`src/rtl/rstc_pkg.sv`:
```
package rstc_pkg;

    typedef enum logic [1:0] {
        ST_HOLD  = 2'd0,
        ST_COUNT = 2'd1,
        ST_RUN   = 2'd2
    } rstc_state_e;

    localparam int FLG_POR   = 0;
    localparam int FLG_EXT   = 1;
    localparam int FLG_BOD   = 2;
    localparam int FLG_WDT   = 3;
    localparam int FLG_DBG   = 4;
    localparam int NUM_FLAGS = 5;

endpackage

```
`src/rtl/rstc_qual_filter.sv`:
```
// Qualifies an active-high request: optional synchroniser, then a
// minimum run length of consecutive active cycles.
module rstc_qual_filter #(
    parameter int SYNC_STAGES = 2,
    parameter int MIN_CYC     = 4
) (
    input  logic clk,
    input  logic por_i,
    input  logic req_i,
    output logic qual_o
);

    localparam int CW = (MIN_CYC > 1) ? $clog2(MIN_CYC) : 1;
    localparam logic [CW-1:0] LIM = CW'(MIN_CYC - 1);

    logic          act;
    logic [CW-1:0] run_q;

    generate
        if (SYNC_STAGES > 0) begin : g_sync
            logic [SYNC_STAGES-1:0] sync_q;
            always_ff @(posedge clk or posedge por_i) begin
                if (por_i) begin
                    sync_q <= '0;
                end else begin
                    sync_q[0] <= req_i;
                    for (int i = 1; i < SYNC_STAGES; i++) begin
                        sync_q[i] <= sync_q[i-1];
                    end
                end
            end
            assign act = sync_q[SYNC_STAGES-1];
        end else begin : g_nosync
            assign act = req_i;
        end
    endgenerate

    always_ff @(posedge clk or posedge por_i) begin
        if (por_i) begin
            run_q <= '0;
        end else if (!act) begin
            run_q <= '0;
        end else if (run_q != LIM) begin
            run_q <= run_q + 1'b1;
        end
    end

    assign qual_o = act && (run_q == LIM);

endmodule

```
`src/rtl/rstc_cause_reg.sv`:
```
// Reset cause register: sticky flags, write-zero-to-clear, set wins.
module rstc_cause_reg
    import rstc_pkg::*;
(
    input  logic                 clk,
    input  logic                 por_i,
    input  logic                 wr_i,
    input  logic [7:0]           wdata_i,
    input  logic [NUM_FLAGS-1:0] set_i,
    output logic [7:0]           rdata_o
);

    logic [NUM_FLAGS-1:0] flags_q;
    logic [1:0]           cfg_q;

    always_ff @(posedge clk or posedge por_i) begin
        if (por_i) begin
            flags_q <= NUM_FLAGS'(1) << FLG_POR;
            cfg_q   <= '0;
        end else if (wr_i) begin
            flags_q <= (flags_q & wdata_i[NUM_FLAGS-1:0]) | set_i;
            cfg_q   <= wdata_i[7:6];
        end else begin
            flags_q <= flags_q | set_i;
        end
    end

    assign rdata_o = {cfg_q, 1'b0, flags_q};

endmodule

```
`src/rtl/rstc_top.sv`:
```
module rstc_top
    import rstc_pkg::*;
#(
    parameter int TIMEOUT_CYC  = 64,
    parameter int BOD_FILT_CYC = 8,
    parameter int EXT_MIN_LOW  = 4
) (
    input  logic       clk,
    input  logic       por_i,
    input  logic       bod_en_i,
    input  logic       bod_i,
    input  logic       ext_rst_n_i,
    input  logic       wdt_pulse_i,
    input  logic       dbg_rst_i,
    input  logic       reg_wr_i,
    input  logic [7:0] reg_wdata_i,
    output logic [7:0] reg_rdata_o,
    output logic       sys_rst_o
);

    localparam int CW = (TIMEOUT_CYC > 1) ? $clog2(TIMEOUT_CYC) : 1;
    localparam logic [CW-1:0] CNT_LAST = CW'(TIMEOUT_CYC - 1);

    logic          ext_q;
    logic          bod_q;
    logic          src_any;
    rstc_state_e   state_q, state_d;
    logic [CW-1:0] cnt_q;

    rstc_qual_filter #(
        .SYNC_STAGES (2),
        .MIN_CYC     (EXT_MIN_LOW)
    ) u_ext_filt (
        .clk    (clk),
        .por_i  (por_i),
        .req_i  (~ext_rst_n_i),
        .qual_o (ext_q)
    );

    rstc_qual_filter #(
        .SYNC_STAGES (0),
        .MIN_CYC     (BOD_FILT_CYC)
    ) u_bod_filt (
        .clk    (clk),
        .por_i  (por_i),
        .req_i  (bod_en_i & bod_i),
        .qual_o (bod_q)
    );

    assign src_any = por_i | ext_q | bod_q | wdt_pulse_i | dbg_rst_i;

    // next-state logic
    always_comb begin
        state_d = state_q;
        unique case (state_q)
            ST_HOLD:  if (!src_any) state_d = ST_COUNT;
            ST_COUNT: begin
                if (src_any)                state_d = ST_HOLD;
                else if (cnt_q == CNT_LAST) state_d = ST_RUN;
            end
            ST_RUN:   if (src_any) state_d = ST_HOLD;
            default:  state_d = ST_HOLD;
        endcase
    end

    // state register and quiet-period counter
    always_ff @(posedge clk or posedge por_i) begin
        if (por_i) begin
            state_q <= ST_HOLD;
            cnt_q   <= '0;
        end else begin
            state_q <= state_d;
            if (state_q == ST_COUNT && !src_any) cnt_q <= cnt_q + 1'b1;
            else                                 cnt_q <= '0;
        end
    end

    // outputs
    always_comb begin
        sys_rst_o = src_any | (state_q != ST_RUN);
    end

    rstc_cause_reg u_cause (
        .clk     (clk),
        .por_i   (por_i),
        .wr_i    (reg_wr_i),
        .wdata_i (reg_wdata_i),
        .set_i   ({dbg_rst_i, wdt_pulse_i, bod_q, ext_q, por_i}),
        .rdata_o (reg_rdata_o)
    );

endmodule

```
`config.mk`:
```
export PLATFORM = sky130hd
export DESIGN_NAME = rstc_top
export DESIGN_NICKNAME = d
export VERILOG_FILES = /design/src/rtl/rstc_pkg.sv /design/src/rtl/rstc_qual_filter.sv /design/src/rtl/rstc_cause_reg.sv /design/src/rtl/rstc_top.sv
export SDC_FILE = /design/constraint.sdc
export NUM_CORES = 1
export LEC_CHECK = 0
export CAP_MARGIN = 20
export CORE_MARGIN = 1.5
export CORE_UTILIZATION = 46
export CTS_CLUSTER_SIZE = 12
export DETAILED_ROUTE_END_ITERATION = 8
export PLACE_DENSITY = 0.74
export RECOVER_POWER = 25
export SLEW_MARGIN = 30
export SYNTH_ARGS = -nofsm -noshare
export SYNTH_HDL_FRONTEND = slang
export SYNTH_SLANG_ARGS = --single-unit
```
`constraint.sdc`:
```
create_clock -name clk -period 1.8 [get_ports clk]
set_input_delay 0.27 -clock clk [delete_from_list [all_inputs] [get_ports clk]]
set_output_delay 0.27 -clock clk [all_outputs]
set_load 0.005 [all_outputs]
```
; ---- Yosys cells after proc, flatten, opt, wreduce, memory -nomap -nowiden
; Index checks and enable logic that the tools add are counted.
[classes]
addsub = 3
mul = 0
div_mod_pow = 0
magnitude_cmp = 0
n_eq_ne = 13
shift = 0
mux = 11
bitwise = 10
n_reduce_logical = 6
[op_table]
columns = op, n
row1 = two-way mux 2 bit, 6
row2 = "!= test 2 bit, second input constant", 6
row3 = OR 5 bit, 2
row4 = "adder 6 x 1 -> 6 bit, second input constant", 1
row5 = "== test 6 bit, second input constant", 1
row6 = two-way mux 3 bit, 2
row7 = two-way mux 6 bit, 1
row8 = "!= test 3 bit, second input constant", 2
row9 = one-hot mux 2 bit (3 select lines), 1
row10 = bitwise AND 5 bit, 1
row11 = two-way mux 5 bit, 1
row12 = OR 1 bit, 5
row13 = "== test 2 bit, second input constant", 2
row14 = "adder 3 x 1 -> 3 bit, second input constant", 1
row15 = "== test 3 bit, second input constant", 1
row16 = logical AND 1 bit, 3
row17 = AND reduction 3 bit, 1
row18 = "adder 2 x 1 -> 2 bit, second input constant", 1
row19 = "== test 2 x 1 -> 1 bit, second input constant", 1
row20 = logical NOT 2 bit, 1
row21 = bitwise AND 1 bit, 1
row22 = logical NOT 1 bit, 1
row23 = inverter 1 bit, 1
[word_totals]
ff_bits = 22
latchBits = 0
mem_bits_rw = 0
romBits = 0
inputBits = 16
output_inout_bits = 9
wordCells = 50
mem_count = 0

; ---- Longest topological paths before layout
[depth]
ltp_word = 9
mapped_depth = 5
ltp_nobuf = 5

; ---- By module
; Synthesis repeated with hierarchy kept, for this count alone.
[hier_totals]
hier_cells = 85
hier_area_um2 = 969.7
[modules_own_cells]
columns = mod, instances, cells_per_inst, area_each_um2, seq_area_each_um2
row1 = rstc_top, 1, 39, 372.9, 200.2
row2 = rstc_cause_reg, 1, 22, 282.8, 176.4
row3 = rstc_qual_filter (u_bod_filt), 1, 13, 158.9, 75.1
row4 = rstc_qual_filter (u_ext_filt), 1, 11, 155.1, 100.1

; ---- Worst setup path before layout
; OpenSTA, ideal clock, no wires.
[synth_path]
kind = reg2out
start = register u_bod_filt.run_q[0]
end = output port sys_rst_o
t_arrival_ps = 1362
setup_slack_ps = 168
stages_incl_launch_ff = 6
n_path_buf = 0
path_cell_list = dfrtp_1 > ha_1 > ha_1 > nand3_1 > nand3_1 > or2_2
[synth_between]
elab_chain_len = 6
[synth_lines]
columns = element, line
row1 = start: declaration, rstc_qual_filter.sv:17  ; logic [CW-1:0] run_q;
row2 = start signal: assignment, rstc_qual_filter.sv:44  ; run_q <= run_q + 1'b1;
row3 = == test 3 bit, rstc_qual_filter.sv:48  ; assign qual_o = act && (run_q == LIM);
row4 = logical AND 1 bit, rstc_qual_filter.sv:48
row5 = OR 1 bit (3 in a row), rstc_top.sv:50  ; assign src_any = por_i | ext_q | bod_q | wdt_pulse_i | dbg_rst_i;
row6 = OR 1 bit, rstc_top.sv:80  ; sys_rst_o = src_any | (state_q != ST_RUN);
row7 = end: declaration, rstc_top.sv:18  ; output logic sys_rst_o
; No other way between the ends.

; ---- Worst setup path after layout
; Same ends and word-level chain as after synthesis.

==> flow_results.org <==
** Finish
- After the last flow step, the layout net total stands at ~140.
- Final design area excluding fillers :: roughly 1300 sq um
- Fraction of layout cells with a size suffix above 1 :: 18.80%
- The repair_antennas step left the layout with diodes totalling 0.
- Leaving out fill and tap cells, the most frequent cells in the layout are sky130_fd_sc_hd__dfrtp_1 (21), sky130_fd_sc_hd__clkdlybuf4s50_1 (20), sky130_fd_sc_hd__nor2_1 (9).
- Number of filler cells placed in the layout :: between 150 and 200
- Leaving out filler cells and counting taps, the final layout contains 144.
- Leaving out fill and tap cells, the most frequent cell in the layout is sky130_fd_sc_hd__dfrtp_1.
- Relative to the synthesized area, the layout overhead comes to 40.00%.

** Routing
- Antenna Violating Nets Remaining :: 0
- Dividing the detail-routed wire length by the instance count gives between 10 and 15 um.
- Dividing the detail-routed via count by the number of cells gives 4.854.
- For this run, design rule violations remaining after detail routing come to 0.
- Detailed router's first-iteration violation count :: 1
- Wires add up to 1681 um.
- Number of iterations in the first detailed-routing pass :: 2
- Total via count in the routed design :: between 600 and 700

** Clock tree
- Clock Latency Late Sink :: between 0.3 and 0.4 ns
- Number of hold-repair buffers added at the cts stage :: 0
- CTS sink cnt :: 22
- The tree is rooted in a sky130_fd_sc_hd__clkbuf_4.
- Number of CTS-inserted buffers :: 3
- Number of H-tree levels :: 1
- TritonCTS built the clock tree.
- CTS clock-pin slew for the worst setup and hold paths :: roughly 0.12 ns
- The longest clock path from root to sink contains 2 buffers.

** Critical path
- Worst reg2reg setup slack :: 0.34 ns
- The critical path crosses 6 cells after its start point.
- The number of buffers and inverters on the critical path is 1.
- The worst setup path is launched from a flip-flop.
- Endpoint of the most critical register-to-register path :: cnt_q[5]
- CP Cell Sequence :: ha_2 -> ha_4 -> nand3_4 -> nand3_2 -> or2_4 -> buf_6
- Worst-path maximum fanout :: 2
- Among cell families on the critical path, the largest total delay comes from flip-flops.
- Critical Path Sink Type :: output pin
- In this run the critical register-to-register path is launched from u_bod_filt.run_q[0].
- Worst path required time :: 1.53 ns
- The number of cells on the worst reg-to-reg path is 6.
- Worst stage delay on the critical path :: 0.40 ns
- The critical path in this run is classified as flip-flop to output pin.
- The critical path starts at u_bod_filt.run_q[0].
- For the worst setup path, the data arrival time is 1.57 ns.
- Capture point of the worst path :: sys_rst_o
- The slowest stage of the critical path is the sky130_fd_sc_hd__dfrtp_1 cell.

** Global route
- Overflow left after global routing :: 0
- Number of antenna violations at the first check in global routing :: 0
- The first global-routing pass estimated between 2000 and 2500 um of wire.
- Global-route usage over all layers :: 16.39%
- Entering global routing, the biggest net connects 16 pins.
- Via count of the first global-routing pass :: 622

** Die
- Number of rows in the core area :: 16
- Measured along the x axis, the die boundary spans ~48 um.
- Floorplan core area :: 1942 sq um
- In this run the count of I/O pins placed on the die edge is 25.
- Die ar. :: 2305 sq um
- The die is 48.02 um tall.
- Effective utilization at floorplan :: 48.00%

** Power
- Power spread over the standard cell area amounts to 700.1 nW/um^2.
- IR analysis of the VDD net gives a maximum drop of 0.0004211 V.
- Leakage power total :: 0.0005677 uW

** Timing
- Slew of the pin with the lowest slew margin :: 0.7860 ns
- Worst hold slack :: 0.2262 ns
- Setup slack of the critical path after layout :: -0.03911 ns
- Time the worst path needs with I/O delays and setup :: between 1.5 and 2 ns
- Maximum clock frequency :: 0.5437 GHz
- Final Cycle Share :: 102.2%
- Final slew viol count :: 0
- Final hold violations :: 0
- Setup repair after global routing could not meet its margin everywhere.
- In this run the tightest slew margin relative to its limit is 47.60%.
- Accumulated negative setup slack :: -0.03911 ns
- Setup violations remaining at the end of the flow were counted as 1.
- Worst clock skew :: 0.002439 ns

** Synth
- Mapped cell area :: 932.1 sq um
- Summing the sequential cell areas from Yosys gives between 50% and 60% of the chip area.
- In this run, synthesis produced a sequential element count of 22.
- In this run the mean area of a mapped cell was 11.23 sq um.
- During synthesis, Yosys emitted a total of 0 warnings.
- Number of instances in the synthesized netlist :: 83
- Post-synth cell types :: 24
- Synthesis produced a netlist with a net count of ~100.

** Place
- Inst Count DP :: ~140
- Once detailed placement completed, the half-perimeter wirelength came to 1272 um.
- Before CTS, the worst setup slack after placement is -0.3218 ns.
- The congestion estimate from routability-driven global placement came to 0.6930.
- The placed instances occupy a cell area of 1224 sq um.
- Count of buffers from port buffering :: 22

** Run
- Number of violations of the max-capacitance limit :: 0

** Run status
- The checks that failed: setup timing.
- Run status :: finished, violations left

** Hold path
- Worst hold path type :: primary input to asynchronous set/reset pin
==> flip-flops by register name, indices dropped and copies added (netlist names) <==
signal	cells
u_ext_filt.run_q	2
cnt_q	6
state_q	2
u_ext_filt.g_sync.sync_q	2
u_cause.flags_q	5
u_bod_filt.run_q	3
u_cause.cfg_q	2
==> cell type report <==
class / count / area, sq um / share of cell area, %
Timing Repair Buffer: 31 / 285.3 / 21.86
Inverter: 4 / 15.01 / 1.151
Tap cell: 27 / 33.78 / 2.589
Sequential cell: 22 / 551.8 / 42.28
Clock buffer: 4 / 26.28 / 2.013
Multi-Input combinational cell: 56 / 392.9 / 30.11
==> repair_timing <==
| action | in CTS | in global routing |
|---|---|---|
| setup buffers | 3 | 0 |
| pin swaps | 4 | 1 |
| setup endpoints to repair | 1 | 1 |
| gates resized for setup | 12 | 0 |
==> power by group <==
group	switching [uW]	total [uW]	internal [uW]
Sequential	14.2	538	524
Clock	145	231	86.6
Combinational	53.4	144	90.6
Total	212	914	701
==> synth_stat cells <==
| master | count | area [sq um] |
|---|---|---|
| sky130_fd_sc_hd__nand2_1 | 6 | 22.52 |
| sky130_fd_sc_hd__and2_1 | 1 | 6.260 |
| sky130_fd_sc_hd__ha_1 | 4 | 50.05 |
| sky130_fd_sc_hd__nand3_2 | 1 | 10.01 |
| sky130_fd_sc_hd__nor2_1 | 9 | 33.78 |
| sky130_fd_sc_hd__o21ai_0 | 6 | 30.03 |
| sky130_fd_sc_hd__mux2_2 | 2 | 22.52 |
| sky130_fd_sc_hd__conb_1 | 1 | 3.750 |
| sky130_fd_sc_hd__or2_2 | 1 | 6.260 |
| sky130_fd_sc_hd__mux2i_1 | 3 | 30.03 |
| sky130_fd_sc_hd__nor2b_1 | 2 | 12.51 |
| sky130_fd_sc_hd__a21oi_2 | 1 | 8.760 |
| sky130_fd_sc_hd__dfstp_2 | 1 | 26.28 |
| sky130_fd_sc_hd__or3_1 | 2 | 12.51 |
| sky130_fd_sc_hd__nand4_1 | 1 | 6.260 |
| sky130_fd_sc_hd__dfrtp_1 | 21 | 525.5 |
| sky130_fd_sc_hd__buf_4 | 1 | 7.510 |
| sky130_fd_sc_hd__nand2b_1 | 3 | 18.77 |
| sky130_fd_sc_hd__xnor2_1 | 2 | 17.52 |
| sky130_fd_sc_hd__nand3_1 | 5 | 25.02 |
| sky130_fd_sc_hd__a21oi_1 | 1 | 5.000 |
| sky130_fd_sc_hd__nor3_1 | 2 | 10.01 |
| sky130_fd_sc_hd__inv_1 | 4 | 15.01 |
| sky130_fd_sc_hd__xor2_1 | 3 | 26.28 |
==> worst min path at each step <==
stage | startpoint | end | cells after the start
finish | por_i | u_bod_filt.run_q[2] | 2
global placement | u_ext_filt.g_sync.sync_q[0] | u_ext_filt.g_sync.sync_q[1] | 0
global route | por_i | u_bod_filt.run_q[0] | 2
CTS | por_i | u_cause.flags_q[2] | 2
floorplan | por_i | cnt_q[0] | 1
detailed placement | u_ext_filt.g_sync.sync_q[0] | u_ext_filt.g_sync.sync_q[1] | 0
==> layer usage <==
layer / up-vias / global-route usage [%] / share of wire (%)
met5: - / 0 / 0
li1: 345 / - / -
met3: 5 / 3.396 / 6.3
met2: 23 / 26.93 / 47
met4: 0 / 11.35 / 2.7
met1: 326 / 18.99 / 44
==> cells by family after synthesis <==
logic type	Yosys count	synth area share, %
buf+inv	5	2.416
flops	22	59.19
mux	5	5.638
simple gates	33	17.58
xor+xnor	5	4.699
other cells	1	0.4023
compound gates	8	4.698
fa+ha+maj	4	5.369
==> per-stage QoR <==
stage	power (uW)	util, %
floorplan	605.8	-
global placement	684.9	63.02
detailed placement	691.9	63.02
CTS	927.3	67.40
global route	959.3	67.20
finish	913.6	67.20
No activity file was read; power rests on OpenSTA's default activity.
